`src/rtl/prio_irq_ctrl.sv`:
```
module prio_irq_ctrl #(
  parameter int NSRC  = 28,
  parameter int LVLW  = 3,
  parameter int BASEW = 16
) (
  input  logic            clk,
  input  logic            rst_n,
  input  logic [3:0]      addr,
  input  logic            wr_en,
  input  logic            rd_en,
  input  logic [31:0]     wdata,
  output logic [31:0]     rdata,
  input  logic [NSRC-1:0] req_in,
  output logic            irq
);
  localparam int IDXW  = $clog2(NSRC);
  localparam int NLVL  = 1 << LVLW;
  localparam int NPREG = (NSRC + 7) / 8;
  localparam logic [3:0] A_CFG = 4'd0, A_EN = 4'd1, A_PEND = 4'd2, A_VEC = 4'd3,
                         A_BASE = 4'd4, A_EOI = 4'd5, A_PRIO = 4'd8;

  logic             nest;
  logic [NSRC-1:0]  en, pend, act;
  logic [BASEW-1:0] base;
  logic [NLVL-1:0]  isv;
  logic [LVLW-1:0]  lvl [NSRC];
  logic [31:0]      prio_word [NPREG];

  logic [IDXW-1:0]  win_idx;
  logic [LVLW-1:0]  win_lvl, top_lvl;
  logic             found, isv_any, irq_d, ack, eoi;
  logic [31:0]      vec;

  assign act = pend & en;

  always_ff @(posedge clk) begin
    if (!rst_n) begin
      nest <= 1'b0;
      en   <= '0;
      base <= '0;
      pend <= '0;
    end else begin
      if (wr_en && addr == A_CFG)  nest <= wdata[0];
      if (wr_en && addr == A_EN)   en   <= wdata[NSRC-1:0];
      if (wr_en && addr == A_BASE) base <= wdata[BASEW-1:0];
      pend <= (pend & ~((wr_en && addr == A_PEND) ? wdata[NSRC-1:0] : '0)) | req_in;
    end
  end

  assign lvl[0] = '0;
  for (genvar s = 1; s < NSRC; s++) begin : g_lvl
    always_ff @(posedge clk) begin
      if (!rst_n)
        lvl[s] <= '0;
      else if (wr_en && addr == A_PRIO + 4'(s / 8))
        lvl[s] <= wdata[4*(s%8) +: LVLW];
    end
  end

  for (genvar r = 0; r < NPREG; r++) begin : g_pword
    always_comb begin
      prio_word[r] = '0;
      for (int s = 8*r; s < 8*r + 8 && s < NSRC; s++)
        prio_word[r][4*(s%8) +: LVLW] = lvl[s];
    end
  end

  always_comb begin
    found   = 1'b0;
    win_idx = '0;
    win_lvl = '1;
    for (int i = NSRC - 1; i >= 0; i--) begin
      if (act[i] && (!found || lvl[i] <= win_lvl)) begin
        found   = 1'b1;
        win_lvl = lvl[i];
        win_idx = IDXW'(i);
      end
    end
  end

  always_comb begin
    isv_any = 1'b0;
    top_lvl = '0;
    for (int l = NLVL - 1; l >= 0; l--) begin
      if (isv[l]) begin
        isv_any = 1'b1;
        top_lvl = LVLW'(l);
      end
    end
  end

  assign irq_d = found && (!nest || !isv_any || win_lvl < top_lvl);
  assign ack   = rd_en && addr == A_VEC && nest && irq_d;
  assign eoi   = wr_en && addr == A_EOI;

  always_ff @(posedge clk) begin
    if (!rst_n) begin
      isv <= '0;
      irq <= 1'b0;
    end else begin
      irq <= irq_d;
      if (eoi && isv_any) isv[top_lvl] <= 1'b0;
      if (ack)            isv[win_lvl] <= 1'b1;
    end
  end

  assign vec = 32'({base, win_idx, 2'b00});

  always_comb begin
    rdata = '0;
    case (addr)
      A_CFG:  rdata = {31'b0, nest};
      A_EN:   rdata = 32'(en);
      A_PEND: rdata = 32'(pend);
      A_VEC:  rdata = vec;
      A_BASE: rdata = 32'(base);
      default: begin
        for (int r = 0; r < NPREG; r++)
          if (addr == A_PRIO + 4'(r)) rdata = prio_word[r];
      end
    endcase
  end
endmodule


```
`config.mk`:
```
export PLATFORM = sky130hd
export DESIGN_NAME = prio_irq_ctrl
export DESIGN_NICKNAME = d
export VERILOG_FILES = /design/src/rtl/prio_irq_ctrl.sv
export SDC_FILE = /design/constraint.sdc
export NUM_CORES = 1
export LEC_CHECK = 0
export BUFFER_PORTS_ARGS = -buffer_cell sky130_fd_sc_hd__clkbuf_2
export CAP_MARGIN = 15
export CORE_MARGIN = 8
export CORE_UTILIZATION = 55
export DETAILED_ROUTE_END_ITERATION = 7
export GPL_ROUTABILITY_DRIVEN = 0
export PLACE_DENSITY_LB_ADDON = 0.2
export SYNTH_ARGS = -nofsm -noshare
export SYNTH_HDL_FRONTEND = slang
export SYNTH_SLANG_ARGS = --single-unit
```
`constraint.sdc`:
```
create_clock -name clk -period 49.6 [get_ports clk]
set_input_delay 14.88 -clock clk [delete_from_list [all_inputs] [get_ports clk]]
set_output_delay 14.88 -clock clk [all_outputs]
set_load 0.02 [all_outputs]
```
==> impl_metrics.py <==
metrics = {
    "status": {
        "status": "finished with violations",
        "violations": "negative setup slack",
    },
    "timing": {
        "slew_headroom_pct": 19.3,
        "layout_min_cycle_time_ns": 50.02,
        "setup_viol": 5,
        "finalHoldViolCount": 0,
        "worstMarginPinSlew_ns": 1.21,
        "fin_hold_ws_ns": 0.491,
        "fmax_mhz": 20.0,
        "finClkSkew_ns": 0.0118,
        "setup_ws_ns": -0.421,
        "rsz0062_at_grt": "yes",
        "fin_setup_tns_ns": -1.21,
        "drv_slew": 0,
        "finalCritPeriodShare_pct": 101,
    },
    "cts": {
        "cts_hold_buf": 0,
        "cts_tree": "yes",
        "cts_buffer_depth": 2,
        "h-tree-depth": 4,
        "cts_root_buffer": "clkbuf_16",
        "clock-sinks": 163,
        "numCtsBuffers": 17,
        "clock_latency_ns": 0.45,
        "cts.clk_slew.worst_paths_ns": 0.08,
    },
    "worst_setup_path": {
        "r2r_slack_ns": 13.60,
        "slowest_stage": "a311o_1",
        "path_class": "flop to primary output",
        "slowest_delay_ns": 0.38,
        "arrival_ns": 35.14,
        "cp.required_ns": 34.72,
        "startpoint_type": "flop",
        "cp_max_fo": 7,
        "endpoint_kind": "primary output",
        "path_common_cell": "o21ai_2",
    },
    "power_and_ir_drop": {
        "power.total_w": 0.000339,
        "leakagePower_nw": 6.41,
        "peakVddDrop_mv": 0.0252,
        "power_density_nw_per_um2": 21.1,
    },
    "logic_synthesis": {
        "synthXorXnorAreaFrac_pct": 0,
        "synth_seq_cells": 163,
        "synth_top_family_by_area": "compound AO/OA/AOI/OAI gates",
        "syn-num-nets": 1755,
        "synth_fa_ha_area_share_pct": 8.18,
        "synth_edf_count": 0,
        "yosys_warnings": 0,
        "syn-cell-area_um2": 12100,
        "synth_compound_area_share_pct": 29.8,
        "ys.flop_type": "dfxtp_1",
        "synth_cell_types": 91,
        "synthMuxAreaShare_pct": 6.33,
        "avgSynthCellArea_um2": 7.52,
        "ys_seq_area_share_pct": 27.0,
        "yosys.area_share.simple_pct": 23.9,
        "synth_cells": 1608,
        "async_reset_ff_share_pct": 0,
    },
    "die": {
        "core-area_um2": 21700,
        "chipWidth_um": 164,
        "start_util_pct": 55.7,
        "dieArea_um2": 27000,
        "num_rows": 54,
        "die_y_um": 164,
        "num_io_pins": 101,
    },
    "finish": {
        "antenna_cells": 0,
        "drive_above_1_share_pct": 31.3,
        "stdcell_area_um2": 16100,
        "area_growth_pct": 32.8,
        "final_nets": 2002,
        "final_util_pct": 74.0,
    },
    "global_routing": {
        "grt_usage_pct": 33.9,
        "grt_max_degree": 107,
        "grt_first_pass_wirelength_um": 71300,
        "grt-ovfl-total": 0,
        "antenna_found_initial": 0,
        "first_global_vias": 12800,
    },
    "place": {
        "post_dp_cell_area_um2": 13800,
        "port_buffers": 98,
        "hpwl_um": 34000,
    },
    "routing": {
        "viasPerCell": 6.66,
        "drc_errors": 0,
        "dr.pass1.iters": 6,
        "drtIter0Drc": 1903,
        "drt_wl_total_um": 50600,
        "wl_per_cell_um": 23.5,
        "ant_nets": 0,
        "vias": 14300,
    },
    "job": {
        "drv_cap": 0,
    },
    "min_path": {
        "hold_path.class": "flop to flop",
    },
}
per-stage QoR:
stage                     worst slack [ns]  std cells
after global placement              -0.506       2067
after floorplan                      0.830       1608
final                               -0.421       2148
after global routing                 -1.87       2148
after detailed placement             -1.30       2067
after CTS                            -1.07       2103
cell type report:
class / count / area [um2]
flip-flops and latches: 163 / 3270
repair buffers: 311 / 2140
fillers: 1503 / 5640
well taps: 280 / 350
clock inverters: 15 / 186
multi-input cells: 1298 / 9440
clock buffers: 17 / 425
inverters: 64 / 240
cell usage in the layout (no fill, tap or decap), types with 15 or more instances in the layout:
cell type  instances
a21boi_0         125
a21o_1            17
a21oi_1           88
a21oi_2           15
buf_4            202
clkbuf_16         17
clkbuf_2          92
dfxtp_1          161
ha_1              48
ha_4              27
inv_1             60
mux2i_1           35
nand2_1          364
nand3_1           22
nor2_1            88
nor2b_1           37
o21ai_0           36
o21ai_2           24
sequential cells by signal, summed over array words and instances, names as in the netlist:
name	cells
irq	1
lvl	81
base	16
isv	8
pend	28
nest	1
en	28
Yosys cell counts, types with 7 or more instances:
library cell / count / area (um2)
clkbuf_1: 70 / 263
nand2b_1: 7 / 43.8
ha_1: 79 / 988
and3_1: 9 / 56.3
o22ai_1: 8 / 50.1
nand2_1: 372 / 1400
nor2b_1: 51 / 319
inv_1: 62 / 233
mux2_2: 21 / 236
a21o_1: 17 / 128
a221oi_1: 10 / 87.6
nand4_1: 13 / 81.3
or2_2: 8 / 50.1
a22oi_1: 12 / 90.1
mux2i_1: 37 / 370
a32oi_1: 11 / 96.3
a21oi_1: 103 / 515
nand3_1: 34 / 170
o21a_1: 14 / 105
dfxtp_1: 163 / 3260
o31ai_1: 11 / 82.6
o21bai_1: 7 / 52.6
o211ai_1: 9 / 67.6
and2_1: 14 / 87.6
a211oi_1: 17 / 128
a31oi_1: 18 / 113
nor2_1: 100 / 375
nor3_1: 16 / 80.1
o21ai_0: 63 / 315
a21boi_0: 127 / 953
logic make-up after synthesis:
family	after synthesis
other	1
DFF	163
adders and majority gates	79
AOI/OAI and AO/OA	504
muxes	65
buffers and inverters	147
and+or+nand+nor	649
final timing paths:
path	startpoint	endpoint	depth (start not counted)
max	en[27]	rdata[5]	192
min	en[10]	en[10]	2
max reg2reg	en[27]	irq	195
min reg2reg	en[10]	en[10]	2
metal layers:
| metal | vias up | GRT usage (%) | part of all wire, % |
|---|---|---|---|
| li1 | 6253 | - | - |
| met1 | 6667 | 43.1 | 37 |
| met2 | 1081 | 52.7 | 44 |
| met3 | 303 | 7.47 | 12 |
| met4 | 0 | 17.9 | 7.2 |
| met5 | - | 0 | 0 |
worst max-delay path, delay by kind of cell (launching register included):
kind | cells | cell delay [ns]
adders and majority gates | 26 | 6.91
muxes | 5 | 1.48
DFF | 1 | 0.33
AOI/OAI and AO/OA | 99 | 17.52
and+or+nand+nor | 45 | 5.99
buffers and inverters | 17 | 2.43
power by group:
group          total [W]  leakage [nW]  switching (W)  internal (W)
Sequential      0.000138          1.33     0.00000468      0.000134
Combinational  0.0000621          4.79      0.0000352     0.0000269
Clock           0.000138         0.290      0.0000696     0.0000688
timing repair:
item,CTS,global route
cloned,0,1
pin swaps,7,149
gates resized for setup,24,246
buffers inserted,4,45
endpoints found under the setup margin,5,5
Power figures use the tool's default switching activity.
